<file path="src/rtl/sadc_pkg.sv">
package sadc_pkg;
  typedef enum logic [2:0] {
    ST_LISTEN, ST_ARM, ST_EXT_BUSY, ST_INT_CONV, ST_READY, ST_SHIFT
  } sadc_state_e;

  typedef struct packed {
    logic [2:0] code;
    logic       single;
    logic [1:0] pd;
  } sadc_cmd_t;

  localparam logic [1:0] PD_SLEEP  = 2'b00;
  localparam logic [1:0] PD_RSVD   = 2'b01;
  localparam logic [1:0] PD_INTCLK = 2'b10;
  localparam logic [1:0] PD_EXTCLK = 2'b11;
endpackage

</file>
<file path="src/rtl/sadc_sync.sv">
module sadc_sync #(
  parameter int W = 3,
  parameter int STAGES = 2,
  parameter logic [W-1:0] RESET_VAL = '0
) (
  input  logic         clk,
  input  logic         rst_n,
  input  logic [W-1:0] d,
  output logic [W-1:0] q
);
  logic [W-1:0] pipe [STAGES];

  always_ff @(posedge clk or negedge rst_n)
    if (!rst_n) pipe[0] <= RESET_VAL;
    else        pipe[0] <= d;

  for (genvar i = 1; i < STAGES; i++) begin : g_stage
    always_ff @(posedge clk or negedge rst_n)
      if (!rst_n) pipe[i] <= RESET_VAL;
      else        pipe[i] <= pipe[i-1];
  end

  assign q = pipe[STAGES-1];
endmodule

</file>
<file path="src/rtl/sadc_cmd_shift.sv">
module sadc_cmd_shift
  import sadc_pkg::*;
(
  input  logic      clk,
  input  logic      rst_n,
  input  logic      abort,
  input  logic      en,
  input  logic      bit_in,
  output logic      done,
  output sadc_cmd_t cmd
);
  localparam int PAYLOAD = 7;
  localparam int CNT_W = $clog2(PAYLOAD);

  logic             active;
  logic [CNT_W-1:0] cnt;
  logic [PAYLOAD-2:0] sr;

  always_ff @(posedge clk or negedge rst_n) begin
    if (!rst_n) begin
      active <= 1'b0;
      cnt    <= '0;
      sr     <= '0;
      done   <= 1'b0;
      cmd    <= '0;
    end else begin
      done <= 1'b0;
      if (abort) begin
        active <= 1'b0;
        cnt    <= '0;
      end else if (en) begin
        if (!active) begin
          if (bit_in) begin
            active <= 1'b1;
            cnt    <= '0;
          end
        end else begin
          sr  <= {sr[PAYLOAD-3:0], bit_in};
          cnt <= cnt + 1'b1;
          if (cnt == CNT_W'(PAYLOAD-1)) begin
            active     <= 1'b0;
            done       <= 1'b1;
            cmd.code   <= sr[5:3];
            cmd.single <= sr[1];
            cmd.pd     <= {sr[0], bit_in};
          end
        end
      end
    end
  end

  a_r1_done_pulse: assert property (@(posedge clk) disable iff (!rst_n)
    done |=> !done);
  a_r10_abort_idle: assert property (@(posedge clk) disable iff (!rst_n)
    abort |=> !done);
endmodule

</file>
<file path="src/rtl/sadc_out_shift.sv">
module sadc_out_shift #(
  parameter int W = 16
) (
  input  logic         clk,
  input  logic         rst_n,
  input  logic         load,
  input  logic         shift,
  input  logic [W-1:0] data,
  output logic         dout
);
  logic [W-1:0] sr;

  always_ff @(posedge clk or negedge rst_n)
    if (!rst_n)     sr <= '0;
    else if (load)  sr <= data;
    else if (shift) sr <= {sr[W-2:0], 1'b0};

  assign dout = sr[W-1];

  a_r5_msb_first: assert property (@(posedge clk) disable iff (!rst_n)
    load |=> dout == $past(data[W-1]));
endmodule

</file>
<file path="src/rtl/sadc_serial_port.sv">
module sadc_serial_port
  import sadc_pkg::*;
#(
  parameter int RES_BITS = 16,
  parameter int INT_CONV_CYCLES = 40,
  parameter int SYNC_STAGES = 2
) (
  input  logic                clk,
  input  logic                rst_n,
  input  logic                sclk,
  input  logic                cs_n,
  input  logic                din,
  output logic                dout,
  output logic                dout_oe,
  output logic                busy,
  input  logic [RES_BITS-1:0] smp_data,
  input  logic                smp_valid,
  output logic                smp_ready,
  output logic [2:0]          mux_pos,
  output logic [2:0]          mux_neg,
  output logic                mux_neg_com,
  output logic                pwr_up,
  output logic                int_clk_mode
);
  localparam int BIT_W = $clog2(RES_BITS);
  localparam int TMR_W = $clog2(INT_CONV_CYCLES + 1);

  logic cs_s, sclk_s, din_s, sclk_q;
  logic rise, fall;
  sadc_state_e st;
  logic cmd_done;
  sadc_cmd_t cmd;
  logic mode_int, sleep_q, have_smp;
  logic [RES_BITS-1:0] smp_word;
  logic [TMR_W-1:0] tmr;
  logic [BIT_W-1:0] bitcnt;
  logic out_load, out_shift, waiting;

  sadc_sync #(.W(3), .STAGES(SYNC_STAGES), .RESET_VAL(3'b100)) u_sync (
    .clk(clk), .rst_n(rst_n), .d({cs_n, sclk, din}), .q({cs_s, sclk_s, din_s}));

  always_ff @(posedge clk or negedge rst_n)
    if (!rst_n) sclk_q <= 1'b0;
    else        sclk_q <= sclk_s;

  assign rise = sclk_s & ~sclk_q;
  assign fall = ~sclk_s & sclk_q;

  sadc_cmd_shift u_cmd (
    .clk(clk), .rst_n(rst_n), .abort(cs_s),
    .en(rise & ~cs_s & (st == ST_LISTEN)), .bit_in(din_s),
    .done(cmd_done), .cmd(cmd));

  assign out_load  = ~cs_s & fall & ((st == ST_EXT_BUSY) | (st == ST_READY));
  assign out_shift = ~cs_s & fall & (st == ST_SHIFT);
  assign waiting   = (st == ST_ARM) | (st == ST_EXT_BUSY) |
                     (st == ST_INT_CONV) | (st == ST_READY);

  sadc_out_shift #(.W(RES_BITS)) u_out (
    .clk(clk), .rst_n(rst_n), .load(out_load), .shift(out_shift),
    .data(smp_word), .dout(dout));

  always_ff @(posedge clk or negedge rst_n) begin
    if (!rst_n) begin
      st          <= ST_LISTEN;
      busy        <= 1'b0;
      dout_oe     <= 1'b0;
      mode_int    <= 1'b0;
      sleep_q     <= 1'b0;
      mux_pos     <= '0;
      mux_neg     <= '0;
      mux_neg_com <= 1'b1;
      have_smp    <= 1'b0;
      smp_word    <= '0;
      tmr         <= '0;
      bitcnt      <= '0;
    end else if (cs_s) begin
      st      <= ST_LISTEN;
      busy    <= 1'b0;
      dout_oe <= 1'b0;
    end else begin
      if (smp_valid && smp_ready) begin
        smp_word <= smp_data;
        have_smp <= 1'b1;
      end
      unique case (st)
        ST_LISTEN: if (cmd_done) begin
          mux_pos     <= {cmd.code[1:0], cmd.code[2]};
          mux_neg     <= {cmd.code[1:0], ~cmd.code[2]};
          mux_neg_com <= cmd.single;
          have_smp    <= 1'b0;
          unique case (cmd.pd)
            PD_EXTCLK: begin mode_int <= 1'b0; sleep_q <= 1'b0; end
            PD_INTCLK: begin mode_int <= 1'b1; sleep_q <= 1'b0; end
            PD_SLEEP:  sleep_q <= 1'b1;
            default:   ;
          endcase
          if (mode_int) begin
            st   <= ST_INT_CONV;
            busy <= 1'b1;
            tmr  <= '0;
          end else begin
            st <= ST_ARM;
          end
        end
        ST_ARM: if (fall) begin
          busy <= 1'b1;
          st   <= ST_EXT_BUSY;
        end
        ST_EXT_BUSY: if (fall) begin
          busy    <= 1'b0;
          dout_oe <= 1'b1;
          bitcnt  <= BIT_W'(RES_BITS - 1);
          st      <= ST_SHIFT;
        end
        ST_INT_CONV: begin
          tmr <= tmr + 1'b1;
          if (tmr == TMR_W'(INT_CONV_CYCLES - 1)) begin
            busy <= 1'b0;
            st   <= ST_READY;
          end
        end
        ST_READY: if (fall) begin
          dout_oe <= 1'b1;
          bitcnt  <= BIT_W'(RES_BITS - 1);
          st      <= ST_SHIFT;
        end
        ST_SHIFT: if (fall) begin
          if (bitcnt == '0) st <= ST_LISTEN;
          else              bitcnt <= bitcnt - 1'b1;
        end
        default: st <= ST_LISTEN;
      endcase
    end
  end

  assign smp_ready    = waiting & ~have_smp;
  assign pwr_up       = ~sleep_q | (st != ST_LISTEN);
  assign int_clk_mode = mode_int;

  a_r10_abort_quiet: assert property (@(posedge clk) disable iff (!rst_n)
    cs_s |=> (!busy && !dout_oe));
  a_r8_awake_when_busy: assert property (@(posedge clk) disable iff (!rst_n)
    busy |-> pwr_up);
  a_r12_ready_drops: assert property (@(posedge clk) disable iff (!rst_n)
    (smp_valid && smp_ready) |=> !smp_ready);
  a_r12_word_in_time: assert property (@(posedge clk) disable iff (!rst_n)
    out_load |-> have_smp);
  a_r7_mode_hold: assert property (@(posedge clk) disable iff (!rst_n)
    !cmd_done |=> $stable(mode_int));
  a_r9_reserved_keeps: assert property (@(posedge clk) disable iff (!rst_n)
    (cmd_done && !cs_s && cmd.pd == PD_RSVD) |=> ($stable(mode_int) && $stable(sleep_q)));
  a_r4_one_period: assert property (@(posedge clk) disable iff (!rst_n)
    (st == ST_EXT_BUSY && fall && !cs_s) |=> !busy);
  a_r5_drive_on_load: assert property (@(posedge clk) disable iff (!rst_n)
    out_load |=> dout_oe);
endmodule

</file>
<file path="config.mk">
export PLATFORM = sky130hd
export DESIGN_NAME = sadc_serial_port
export DESIGN_NICKNAME = d
export VERILOG_FILES = /design/src/rtl/sadc_pkg.sv /design/src/rtl/sadc_sync.sv /design/src/rtl/sadc_cmd_shift.sv /design/src/rtl/sadc_out_shift.sv /design/src/rtl/sadc_serial_port.sv
export SDC_FILE = /design/constraint.sdc
export NUM_CORES = 1
export LEC_CHECK = 0
export BUFFER_PORTS_ARGS = -buffer_cell sky130_fd_sc_hd__clkbuf_2
export CAP_MARGIN = 30
export CELL_PAD_IN_SITES_DETAIL_PLACEMENT = 0
export CELL_PAD_IN_SITES_GLOBAL_PLACEMENT = 2
export CORE_MARGIN = 1.5
export CORE_UTILIZATION = 39
export DETAILED_ROUTE_END_ITERATION = 8
export PLACE_DENSITY = 0.81
export SYNTH_ARGS = -nofsm -noshare
export SYNTH_HDL_FRONTEND = slang
export SYNTH_SLANG_ARGS = --single-unit
export TNS_END_PERCENT = 50
</file>
<file path="constraint.sdc">
create_clock -name clk -period 2.2 [get_ports clk]
set_input_delay 0.33 -clock clk [delete_from_list [all_inputs] [get_ports clk]]
set_output_delay 0.33 -clock clk [all_outputs]
set_load 0.01 [all_outputs]
</file>
==> results summary <==
The post-detailed-route wirelength per cell came out at between 10 and 15 um. Measured along the y axis, the die boundary spans roughly 100 um. The clock root buffer is clkbuf_8. The worst setup path is captured at an output port. Measured against its own limit, the worst slew margin works out to between 60% and 70%.

The clock slew seen by the registers of the worst setup and hold paths came out at 0.08 ns. Max-cap violations in this run came to 0. The post-detailed-route via-to-cell ratio came out at ~5.2. The met2 track demand over resource in global routing is a little over a fifth.

The detailed router finished its first iteration with 100 violations. The number of H-tree levels came out at 3. The residual antenna-violating net count after detailed routing came out at 0. The total wire length after detailed routing is between 6000 and 7000 um. The mean instance size in the synthesized netlist came out at approximately 12 um^2. The number of clock sinks is 79.

The area of the mapped netlist came out at 0.00353 mm^2. The post-layout net count came out at approximately 380. The first-pass GRT wire length is between 10000 and 15000 um. The count of endpoints failing hold in the final timing report came out at 0. The worst path uses 90.2% of the clock period. The share of cells above drive strength 1 is between 20% and 30%. The transition time of the tightest slew-check pin came out at between 0.5 and 0.6 ns. The met3 global-route usage is 3.08%. The pre-CTS setup slack came out at between 0.2 and 0.3 ns. In this run the worst hold path is classified as in -> reg.

The via count is ~2400. The final critical-path required period is 1.99 ns. The total of warnings raised by yosys is 0. The total placed cells including tap cells is 445. The switching power came out at a little over 0.0006 W. The sequential element share of the synthesized area is between 50 and 60%. After technology mapping, the gate count stands at around 310.

The internal portion of the total power is ~0.0022 W. The number of search-and-repair iterations in the first detailed-routing pass came out at 4. The post-synthesis cell type count came out at 55. The number of global-route vias before repair came to about 2300. The flow ran to the end, and the final reports show no timing, DRC or antenna violations. For this configuration, the core starts out at a cell density of 40.3%. The congestion estimate from routability-driven global placement came to roughly 0.74.

The detailed-placement wirelength estimate is between 4000 and 5000 um. Setup repair after global routing left no endpoint under its margin. For the worst setup path, the data required time is about 1.9 ns. The post-cts sizing count came out at 0.

Buffers placed on the I/O ports in this run total 34. The relative contribution of combinational cells to total power came out at 3.3%. Sequential cells account for between 50 and 60% of the total power. Setup violations remaining at the end of the flow were counted as 0. The leakage power of the design is roughly 2 nW. The horizontal die dimension is 98.2 um.

The clock network burns approximately 44% of the power. Between clock sinks in the finished design, the worst skew comes to between 0.01 and 0.015 ns. Entering global routing, the biggest net connects a little under 50 pins. The synthesized netlist net count came out at around 330.

The worst path setup slack after routing is 0.215 ns. The area of the placeable core is between 0.008 and 0.009 mm^2. The CTS tree is yes. Dividing total power by cell area gives a power density of about 700 mW/mm^2. The highest clock frequency the design can meet came out at just over 500 MHz. The buffer depth of the longest clock path is 2. The post-synthesis register bit count is 79. The kind of start point of the critical path is a flop. The number of cells in the finished layout apart from fillers came out at 462. The initial antenna violation count is 0.

Of the total power, the share spent switching nets is 21.8%. The global-route usage over all layers came out at 15.0%. After global routing, the most crowded layer is met2. Power comes to ~0.0029 W. The setup fix buffers added after clock tree synthesis is 0.

The floorplan step defined a die boundary enclosing between 0.009 and 0.01 mm^2. The async set-reset flop share out of synthesis came out at between 90% and 100%. Buffers inserted to repair hold after CTS numbered 1. The total CTS buffers came out at 9. For this run, global-route usage on met1 was measured as a little over a fifth.

The maximum fanout along the worst path is 11. The number of enable-type register cells in the synthesized netlist is 0. The critical path class is reg -> out. The DRC violations left is 0.

35 I/O pins were placed. The commonest non-fill, non-tap cell in the layout is dfrtp_1. The total congestion overflow came out at 0. Data arrives at the worst endpoint at between 1.5 and 2 ns. Relative to the synthesized area, the layout overhead comes to 16.2%.

The clock latency at the later pin of the worst-skew pair is 0.35 ns. The antenna diode instance count is 0. In the layout the commonest cells are dfrtp_1 (76), nand2_1 (51), clkbuf_2 (33). The max-slew violation count is 0. For this run, the leading register cell type out of synthesis is dfrtp_1.

Summed over all failing endpoints, the final setup total negative slack is 0 ns. Row generation in the floorplan step produced 34 rows. The maximum vdd drop is between 0.3 and 0.4 mV.
[cell type report]
| cell class | count | area, um^2 |
|---|---|---|
| fillers | 832 | 4660 |
| inverters | 8 | 30.0 |
| well taps | 108 | 135 |
| clock inverters | 5 | 88.8 |
| multi-input cells | 207 | 1440 |
| repair buffers | 44 | 275 |
| flip-flops and latches | 79 | 1980 |
| clock buffers | 11 | 151 |
[cell families after synthesis]
kind of cell             after synthesis  share of synthesized area (%)
AND/OR/NAND/NOR                      107                           16.6
XOR/XNOR                               2                          0.496
adder cells (fa/ha/maj)                4                           1.42
multiplexers                          28                           8.93
AO/OA/AOI/OAI                         66                           13.4
flip-flops                            79                           56.1
buffers and inverters                 20                           3.05
[state kept, by name (all words and copies together), names as in the netlist, 4 cells and up]
| signal | cells |
|---|---|
| smp_word | 16 |
| u_out.sr | 16 |
| tmr | 6 |
| bitcnt | 4 |
| u_cmd.cmd | 6 |
| u_cmd.sr | 6 |
[per-layer routing]
metal  vias to the layer above  wire [um]
met2                        33       3030
met5                         -          0
met1                      1177       3430
li1                       1180          -
met4                         0         89
met3                         7        185
[synthesized netlist by cell type, types with 2 or more instances]
cell       instances  area share [%]
dfrtp_1           76              54
nand2_1           51             5.4
mux2_2            28             8.9
a22oi_1           15             3.2
o21ai_0           12             1.7
nor2_1            10             1.1
inv_1              8            0.85
nand3_1            7            0.99
a21o_1             5             1.1
and3_1             5            0.89
buf_2              5            0.71
o211ai_1           5             1.1
a211oi_1           4            0.85
a21oi_1            4            0.57
ha_1               4             1.4
nand2b_1           4            0.71
nand3b_1           4            0.85
o21a_1             4            0.85
a31oi_1            3            0.53
buf_4              3            0.64
dfstp_2            3             2.2
nor2b_1            3            0.53
o31ai_1            3            0.64
or2_2              3            0.53
a2111oi_0          2            0.50
and2_1             2            0.35
and3b_1            2            0.50
buf_6              2            0.64
clkbuf_1           2            0.21
nor3_1             2            0.28
[critical path: stages, from the launching register on]
cell      delay [ns]
dfrtp_1         0.48
nor2_1          0.27
xor2_1          0.30
nor2_1          0.11
clkbuf_2        0.14
[power groups by stage]
stage	registers [W]	clock network, W	logic, W
floorplan	0.00152	0	0.0000411
global placement	0.00153	0	0.0000960
detailed placement	0.00153	0	0.0000972
CTS	0.00151	0.00130	0.0000990
global route	0.00151	0.00136	0.000109
finish	0.00151	0.00126	0.0000949
[through the flow]
stage | util, % | hold slack, ns | instance area [um^2]
global placement | 44.0 | 0.308 | 3850
detailed placement | 44.0 | 0.309 | 3850
floorplan | - | 0.0344 | 3530
global route | 46.8 | 0.0439 | 4100
CTS | 46.8 | 0.0467 | 4100
finish | 46.8 | 0.0625 | 4100
[final timing paths]
check	startpoint	end	slack (ns)	cells past startpoint
setup / recovery	st[1]$_DFFE_PN0P_	smp_ready	0.21	4
hold / removal	cs_n	u_sync.pipe[5]$_DFF_PN1_	0.06	1
setup reg to reg	st[2]$_DFFE_PN0P_	u_cmd.cmd[4]$_DFFE_PN0P_	0.28	4
hold reg to reg	u_sync.pipe[4]$_DFF_PN0_	u_sync.q[1]$_DFF_PN0_	0.36	0
max in group asynchronous	rst_n	u_sync.pipe[5]$_DFF_PN1_	1.09	3
min in group asynchronous	rst_n	tmr[3]$_DFFE_PN0P_	0.46	2
Note: power is estimated with default switching activity, not from simulation.
